### src/rtl/gpio_edge_pkg.sv
package gpio_edge_pkg;

  typedef enum logic [1:0] {
    EDGE_OFF  = 2'b00,
    EDGE_FALL = 2'b01,
    EDGE_RISE = 2'b10,
    EDGE_BOTH = 2'b11
  } edge_sel_e;

  // Bit order matches the pad control register, bit 5 down to bit 0.
  typedef struct packed {
    logic       dir_out;
    logic       open_drain;
    logic       pull_on;
    logic [1:0] pull_kind;
    logic       level;
  } pad_ctrl_t;

  localparam int PAD_CTRL_W = $bits(pad_ctrl_t);

  localparam int ADDR_PEND_BASE   = 'h0B;
  localparam int ADDR_MASK_BASE   = 'h19;
  localparam int ADDR_LPMASK_BASE = 'h1B;
  localparam int ADDR_PAD_BASE    = 'h2B;
  localparam int ADDR_SENSE_BASE  = 'h33;
  localparam int BANK_STRIDE      = 'h10;

  function automatic logic [7:0] pad_addr(int bank, int idx);
    return 8'(ADDR_PAD_BASE + bank * BANK_STRIDE + idx);
  endfunction

  function automatic logic [7:0] sense_addr(int bank, int idx);
    return 8'(ADDR_SENSE_BASE + bank * BANK_STRIDE + idx);
  endfunction

  function automatic logic [7:0] pend_addr(int bank);
    return 8'(ADDR_PEND_BASE + bank);
  endfunction

  function automatic logic [7:0] mask_addr(int bank);
    return 8'(ADDR_MASK_BASE + bank);
  endfunction

  function automatic logic [7:0] lpmask_addr(int bank);
    return 8'(ADDR_LPMASK_BASE + bank);
  endfunction

endpackage

### src/rtl/gpio_sync.sv
module gpio_sync #(
  parameter int  STAGES    = 2,
  parameter logic RST_VAL  = 1'b0
) (
  input  logic clk,
  input  logic rst_n,
  input  logic d,
  output logic q
);

  logic [STAGES-1:0] chain_q;
  logic [STAGES-1:0] chain_d;

  always_comb begin
    chain_d = {chain_q[STAGES-2:0], d};
  end

  always_ff @(posedge clk or negedge rst_n) begin
    if (!rst_n) begin
      chain_q <= {STAGES{RST_VAL}};
    end else begin
      chain_q <= chain_d;
    end
  end

  assign q = chain_q[STAGES-1];

endmodule

### src/rtl/gpio_pin_slice.sv
module gpio_pin_slice
  import gpio_edge_pkg::*;
#(
  parameter int SYNC_STAGES = 2
) (
  input  logic                  clk,
  input  logic                  rst_n,
  input  logic                  pad_we,
  input  logic                  sense_we,
  input  logic [7:0]            wdata,
  input  logic                  pin_raw,
  output logic [PAD_CTRL_W-1:0] pad_bits,
  output logic [1:0]            edge_code,
  output logic                  level,
  output logic                  edge_evt,
  output logic                  pad_out,
  output logic                  pad_oe,
  output logic                  pad_od,
  output logic                  pad_pull_en,
  output logic [1:0]            pad_pull_sel
);

  pad_ctrl_t pad_q, pad_d;
  edge_sel_e esel_q, esel_d;
  logic      lvl_sync;
  logic      prev_q, prev_d;
  logic      rise, fall;

  gpio_sync #(.STAGES(SYNC_STAGES), .RST_VAL(1'b0)) u_sync (
    .clk   (clk),
    .rst_n (rst_n),
    .d     (pin_raw),
    .q     (lvl_sync)
  );

  always_comb begin
    pad_d  = pad_q;
    esel_d = esel_q;
    prev_d = lvl_sync;
    if (pad_we) begin
      pad_d = pad_ctrl_t'(wdata[PAD_CTRL_W-1:0]);
    end
    if (sense_we) begin
      esel_d = edge_sel_e'(wdata[2:1]);
    end
  end

  always_ff @(posedge clk or negedge rst_n) begin
    if (!rst_n) begin
      pad_q  <= '0;
      esel_q <= EDGE_OFF;
      prev_q <= 1'b0;
    end else begin
      pad_q  <= pad_d;
      esel_q <= esel_d;
      prev_q <= prev_d;
    end
  end

  assign rise     = lvl_sync & ~prev_q;
  assign fall     = ~lvl_sync & prev_q;
  assign edge_evt = (esel_q[1] & rise) | (esel_q[0] & fall);

  assign pad_bits     = pad_q;
  assign edge_code    = esel_q;
  assign level        = lvl_sync;
  assign pad_out      = pad_q.level;
  assign pad_od       = pad_q.open_drain;
  assign pad_pull_en  = pad_q.pull_on;
  assign pad_pull_sel = pad_q.pull_kind;
  assign pad_oe       = pad_q.dir_out & ~(pad_q.open_drain & pad_q.level);

endmodule

### src/rtl/gpio_bank_irq.sv
module gpio_bank_irq #(
  parameter int WIDTH = 8
) (
  input  logic             clk,
  input  logic             rst_n,
  input  logic [WIDTH-1:0] evt,
  input  logic             pend_we,
  input  logic             mask_we,
  input  logic             lpmask_we,
  input  logic [WIDTH-1:0] wdata,
  output logic [WIDTH-1:0] pend,
  output logic [WIDTH-1:0] mask,
  output logic [WIDTH-1:0] lpmask,
  output logic             bank_irq
);

  logic [WIDTH-1:0] pend_q, pend_d;
  logic [WIDTH-1:0] mask_q, mask_d;
  logic [WIDTH-1:0] lpm_q, lpm_d;
  logic [WIDTH-1:0] clr_bits;

  always_comb begin
    clr_bits = pend_we ? wdata : '0;
    // A new event overrides a clear of the same bit.
    pend_d   = (pend_q & ~clr_bits) | evt;
    mask_d   = mask_we   ? wdata : mask_q;
    lpm_d    = lpmask_we ? wdata : lpm_q;
  end

  always_ff @(posedge clk or negedge rst_n) begin
    if (!rst_n) begin
      pend_q <= '0;
      mask_q <= '1;
      lpm_q  <= '1;
    end else begin
      pend_q <= pend_d;
      mask_q <= mask_d;
      lpm_q  <= lpm_d;
    end
  end

  assign pend     = pend_q;
  assign mask     = mask_q;
  assign lpmask   = lpm_q;
  assign bank_irq = |(pend_q & ~mask_q);

endmodule

### src/rtl/gpio_edge_ctrl.sv
module gpio_edge_ctrl
  import gpio_edge_pkg::*;
#(
  parameter int NUM_BANKS     = 2,
  parameter int PINS_PER_BANK = 8,
  parameter int SYNC_STAGES   = 2
) (
  input  logic                            clk,
  input  logic                            rst_n,
  input  logic [7:0]                      bus_addr,
  input  logic [7:0]                      bus_wdata,
  input  logic                            bus_we,
  input  logic                            bus_re,
  output logic [7:0]                      bus_rdata,
  input  logic [NUM_BANKS*PINS_PER_BANK-1:0]   pin_in,
  output logic [NUM_BANKS*PINS_PER_BANK-1:0]   pin_out,
  output logic [NUM_BANKS*PINS_PER_BANK-1:0]   pin_oe,
  output logic [NUM_BANKS*PINS_PER_BANK-1:0]   pin_od,
  output logic [NUM_BANKS*PINS_PER_BANK-1:0]   pull_en,
  output logic [2*NUM_BANKS*PINS_PER_BANK-1:0] pull_sel,
  output logic                            irq
);

  localparam int NPINS = NUM_BANKS * PINS_PER_BANK;

  logic core_rst_n;

  logic [PAD_CTRL_W-1:0] pad_bits_n [NPINS];
  logic [NPINS-1:0]      level_all;
  logic [NPINS-1:0]      evt_all;
  logic [2*NPINS-1:0]    esel_all;
  logic [NPINS-1:0]      pend_all;
  logic [NPINS-1:0]      mask_all;
  logic [NPINS-1:0]      lpmask_all;
  logic [NUM_BANKS-1:0]  bank_irq;
  logic [7:0]            rd_mux;

  // Reset: asserted asynchronously, released on the clock.
  gpio_sync #(.STAGES(2), .RST_VAL(1'b0)) u_rst_sync (
    .clk   (clk),
    .rst_n (rst_n),
    .d     (1'b1),
    .q     (core_rst_n)
  );

  for (genvar b = 0; b < NUM_BANKS; b++) begin : g_bank
    for (genvar i = 0; i < PINS_PER_BANK; i++) begin : g_pin
      localparam int N = b * PINS_PER_BANK + i;
      logic pad_we, sense_we;

      assign pad_we   = bus_we && (bus_addr == pad_addr(b, i));
      assign sense_we = bus_we && (bus_addr == sense_addr(b, i));

      gpio_pin_slice #(.SYNC_STAGES(SYNC_STAGES)) u_pin (
        .clk          (clk),
        .rst_n        (core_rst_n),
        .pad_we       (pad_we),
        .sense_we     (sense_we),
        .wdata        (bus_wdata),
        .pin_raw      (pin_in[N]),
        .pad_bits     (pad_bits_n[N]),
        .edge_code    (esel_all[2*N +: 2]),
        .level        (level_all[N]),
        .edge_evt     (evt_all[N]),
        .pad_out      (pin_out[N]),
        .pad_oe       (pin_oe[N]),
        .pad_od       (pin_od[N]),
        .pad_pull_en  (pull_en[N]),
        .pad_pull_sel (pull_sel[2*N +: 2])
      );
    end

    logic pend_we, mask_we, lpmask_we;
    assign pend_we   = bus_we && (bus_addr == pend_addr(b));
    assign mask_we   = bus_we && (bus_addr == mask_addr(b));
    assign lpmask_we = bus_we && (bus_addr == lpmask_addr(b));

    gpio_bank_irq #(.WIDTH(PINS_PER_BANK)) u_irq (
      .clk       (clk),
      .rst_n     (core_rst_n),
      .evt       (evt_all[b*PINS_PER_BANK +: PINS_PER_BANK]),
      .pend_we   (pend_we),
      .mask_we   (mask_we),
      .lpmask_we (lpmask_we),
      .wdata     (bus_wdata[PINS_PER_BANK-1:0]),
      .pend      (pend_all[b*PINS_PER_BANK +: PINS_PER_BANK]),
      .mask      (mask_all[b*PINS_PER_BANK +: PINS_PER_BANK]),
      .lpmask    (lpmask_all[b*PINS_PER_BANK +: PINS_PER_BANK]),
      .bank_irq  (bank_irq[b])
    );
  end

  always_comb begin
    rd_mux = '0;
    for (int b = 0; b < NUM_BANKS; b++) begin
      if (bus_addr == pend_addr(b)) begin
        rd_mux = 8'(pend_all[b*PINS_PER_BANK +: PINS_PER_BANK]);
      end
      if (bus_addr == mask_addr(b)) begin
        rd_mux = 8'(mask_all[b*PINS_PER_BANK +: PINS_PER_BANK]);
      end
      if (bus_addr == lpmask_addr(b)) begin
        rd_mux = 8'(lpmask_all[b*PINS_PER_BANK +: PINS_PER_BANK]);
      end
      for (int i = 0; i < PINS_PER_BANK; i++) begin
        if (bus_addr == pad_addr(b, i)) begin
          rd_mux = 8'(pad_bits_n[b*PINS_PER_BANK + i]);
        end
        if (bus_addr == sense_addr(b, i)) begin
          rd_mux = {5'b0, esel_all[2*(b*PINS_PER_BANK + i) +: 2],
                    level_all[b*PINS_PER_BANK + i]};
        end
      end
    end
  end

  assign bus_rdata = bus_re ? rd_mux : 8'h00;
  assign irq       = |bank_irq;

endmodule

### config.mk
export PLATFORM = sky130hd
export DESIGN_NAME = gpio_edge_ctrl
export DESIGN_NICKNAME = d
export VERILOG_FILES = /design/src/rtl/gpio_edge_pkg.sv /design/src/rtl/gpio_sync.sv /design/src/rtl/gpio_pin_slice.sv /design/src/rtl/gpio_bank_irq.sv /design/src/rtl/gpio_edge_ctrl.sv
export SDC_FILE = /design/constraint.sdc
export NUM_CORES = 1
export LEC_CHECK = 0
export CAP_MARGIN = 20
export CORE_UTILIZATION = 55
export DETAILED_ROUTE_END_ITERATION = 8
export DONT_BUFFER_PORTS = 1
export PLACE_DENSITY_LB_ADDON = 0.2
export SYNTH_ARGS = -nofsm -noshare
export SYNTH_HDL_FRONTEND = slang
export SYNTH_SLANG_ARGS = --single-unit
### constraint.sdc
create_clock -name clk -period 18.06 [get_ports clk]
set_input_delay 1.806 -clock clk [delete_from_list [all_inputs] [get_ports clk]]
set_output_delay 1.806 -clock clk [all_outputs]
set_load 0.1 [all_outputs]
==> flow_summary.json <==
{
  "crit_fanout": 19,
  "tritoncts": "built",
  "yosys.area_share.adder_pct": 0,
  "criticalPathCategory": "in -> out",
  "power_density_mw_per_mm2": 96.9,
  "area_delta_synth_final_pct": 3.62,
  "syn_area_mm2": 0.0117,
  "reg2reg_slack_ns": 15.93,
  "synth-compound-area-share_pct": 13.3,
  "yosysUniqueCellTypes": 72,
  "nNetsFinal": 992,
  "h-tree-depth": 1,
  "wl_per_cell_um": 28.9,
  "yosysWarnings": 0,
  "post_dp_cell_area_mm2": 0.0114,
  "initial_core_util_pct": 56.8,
  "antenna_cells": 0,
  "post-route-drc-count": 0,
  "grt_pass1_vias": 8480,
  "viasPerCell": 6.77,
  "p_leak_uw": 0.00520,
  "hold_violations": 0,
  "rr_endpoint": "g_bank[0].g_pin[4].u_pin.pad_od$_DFFE_PN0P_",
  "fin_area_mm2": 0.0121,
  "drtIter0Drc": 795,
  "cts_buffers": 24,
  "io_buffer_count": 0,
  "cts-root-buf": "clkbuf_16",
  "drive_above_1_share_pct": 30.9,
  "peakVddDrop_mv": 0.0859,
  "ant_nets": 0,
  "postCtsHoldBufs": 0,
  "worst_pin_slew_ns": 1.17,
  "period_minus_slack_ns": 6.49,
  "clock_skew_ns": 0.00840,
  "cts_resized": 0,
  "utilization_pct": 58.9,
  "synthSimpleGateAreaFrac_pct": 11.5,
  "ys_seq_area_share_pct": 48.7,
  "hp-class": "reg -> async",
  "fin_tns_setup_ns": 0,
  "die_y_um": 148,
  "critPathLaunchType": "input port",
  "slew_violations": 0,
  "synthMuxAreaShare_pct": 17.0,
  "cts_buffer_depth": 3,
  "synthArstFlopShare_pct": 100,
  "syn_nets": 1093,
  "crit_required_ns": 16.25,
  "fmax_mhz": 154,
  "reg2regPathDepth": 2,
  "synth_edf_count": 0,
  "stdcell_count": 1244,
  "synth_xor_xnor_area_share_pct": 0,
  "cp.arrival_ns": 4.68,
  "layout_worst_path_cycle_share_pct": 35.9,
  "antenna_found_initial": 1,
  "avgSynthCellArea_um2": 11.1,
  "status": "completed",
  "total_power_uw": 1170,
  "maxCapViolations": 0,
  "grt.total_usage_pct": 33.6,
  "dp.cells": 1200,
  "rows": 52,
  "synth_top_family_by_area": "multiplexers",
  "grt_pass1_wl_mm": 54.6,
  "dp_hpwl_mm": 25.4,
  "dieArea_mm2": 0.0218,
  "gp_congestion": 1.04,
  "gr-total-overflow": 0,
  "coreArea_mm2": 0.0206,
  "path_clk_slew_ns": 0.06,
  "wirelength_mm": 36.0,
  "worstReg2RegStart": "u_rst_sync.chain_q[1]$_DFF_PN0_",
  "post_cts_buffers": 0,
  "grt_max_degree": 77,
  "rsz0062_at_grt": "false",
  "ys_ff_latch": 226,
  "maxSlewHeadroom_pct": 21.3,
  "die_w_um": 148,
  "synthFlopType": "dfrtp_1",
  "ioPinCount": 141,
  "vias": 8420,
  "insertion_delay_ns": 0.52,
  "clkSinkCount": 226,
  "cp-end-kind": "output port",
  "setup_viol": 0,
  "dr.pass1.iters": 5,
  "syn_inst": 1057
}
-- layer usage --
layer  wire [um]  vias to the layer above  global-route usage [%]
met4        1420                        0                    12.9
met3        3500                      101                    6.08
met2       16100                      497                    50.7
met5           0                        -                       0
li1            -                     3559                       -
met1       15000                     4263                    48.4
-- flip-flops by register name, summed over array words and instances, names as in the netlist --
register / count
g_bank.g_pin.u_pin.pad_bits: 16
g_bank.g_pin.u_pin.u_sync.chain_q: 32
g_bank.u_irq.lpmask: 16
g_bank.g_pin.u_pin.pad_pull_en: 16
g_bank.g_pin.u_pin.prev_q: 16
g_bank.g_pin.u_pin.pad_pull_sel: 32
g_bank.u_irq.mask: 16
g_bank.g_pin.u_pin.edge_code: 32
g_bank.g_pin.u_pin.pad_out: 16
g_bank.g_pin.u_pin.pad_od: 16
u_rst_sync.chain_q: 2
g_bank.u_irq.pend: 16
-- critical path, cell delays in order --
cell and delay (ns):
nand4bb_1 0.16, buf_4 0.23, nor2_1 0.64, a2111oi_0 0.27, o41ai_1 0.49, a211oi_1 0.17
o21ai_2 0.89
-- worst max-delay path by stage --
stage	startpoint	to	slack, ns
6_report	bus_addr[6]	bus_rdata[1]	11.57
3_5_place_dp	bus_addr[6]	bus_rdata[1]	11.64
3_3_place_gp	bus_addr[6]	bus_rdata[1]	11.64
5_1_grt	bus_addr[6]	bus_rdata[1]	11.52
4_1_cts	bus_addr[6]	bus_rdata[1]	11.63
2_1_floorplan	u_rst_sync.chain_q[1]$_DFF_PN0_	g_bank[0].g_pin[0].u_pin.edge_code[0]$_DFFE_PN0P_	11.35
-- stage by stage --
step | setup slack [ns] | hold WS [ns]
2_1_floorplan | 11.35 | 0.331
3_3_place_gp | 11.64 | 0.279
3_5_place_dp | 11.64 | 0.284
4_1_cts | 11.63 | 0.292
5_1_grt | 11.52 | 0.318
6_report | 11.57 | 0.268
-- cell families after synthesis --
logic type      count (synthesis)
simple gates                  253
flops                         226
compound gates                219
buf+inv                       180
mux                           178
other cells                     1
-- cells in the final DEF, fill, tap and decap left out, drive strengths merged, types with 4 or more instances in the layout --
cell	instances
nand2	89
mux2	163
or4b	4
nor3	26
nand3b	17
o22ai	18
nor2	50
o221ai	9
nor2b	7
and2	5
a32oi	7
buf	32
o211ai	16
a211oi	9
a21oi	35
dfrtp	194
a22o	6
nand3	24
o2111ai	4
and3	6
inv	21
a221oi	10
o21ai	28
a22oi	15
o31ai	5
nand2b	5
nor4b	5
a221o	4
clkbuf	38
a31oi	9
mux2i	15
dfstp	32
a21boi	17
-- layout make-up --
cell class / count / area [um^2]
multi-input combinational: 651 / 4990
clock buffer: 38 / 704
sequential: 226 / 5700
inverter: 21 / 78.8
clock inverter: 6 / 37.5
tap: 270 / 338
fill: 1775 / 8450
timing repair buffer: 32 / 260
-- cells in the mapped netlist, drive strengths merged, types with 3 or more instances --
master	n	area share [%]
dfrtp	194	42
inv	21	0.67
and3	6	0.32
a21o	3	0.19
nand4bb	3	0.29
o21ai	28	1.2
a221o	4	0.34
a32oi	7	0.52
mux2	163	16
o211ai	16	1.0
a21oi	35	1.5
buf	125	7.6
nor2b	7	0.37
a211oi	9	0.58
nand2b	5	0.27
a31oi	9	0.48
a22o	6	0.45
a22oi	15	0.96
o22ai	18	0.96
a21boi	17	1.1
o2111ai	4	0.30
clkbuf	34	1.1
dfstp	32	7.2
nor4b	5	0.66
o31ai	5	0.32
mux2i	15	1.3
nand3	24	1.0
nor4bb	3	0.26
o221ai	9	0.67
and2	5	0.27
o32a	3	0.26
nand3b	17	1.1
o32ai	3	0.22
nand4	3	0.16
a221oi	10	0.75
or4b	4	0.37
nand2	89	2.9
nor3	26	1.3
nor2	50	1.8
-- power breakdown --
part / switching [uW] / internal (uW) / leakage (uW)
logic: 49.2 / 30.2 / 0.00202
clock network: 196 / 267 / 0.000354
registers: 96.0 / 534 / 0.00283
total: 342 / 831 / 0.00520
Power figures use the tool's default switching activity.
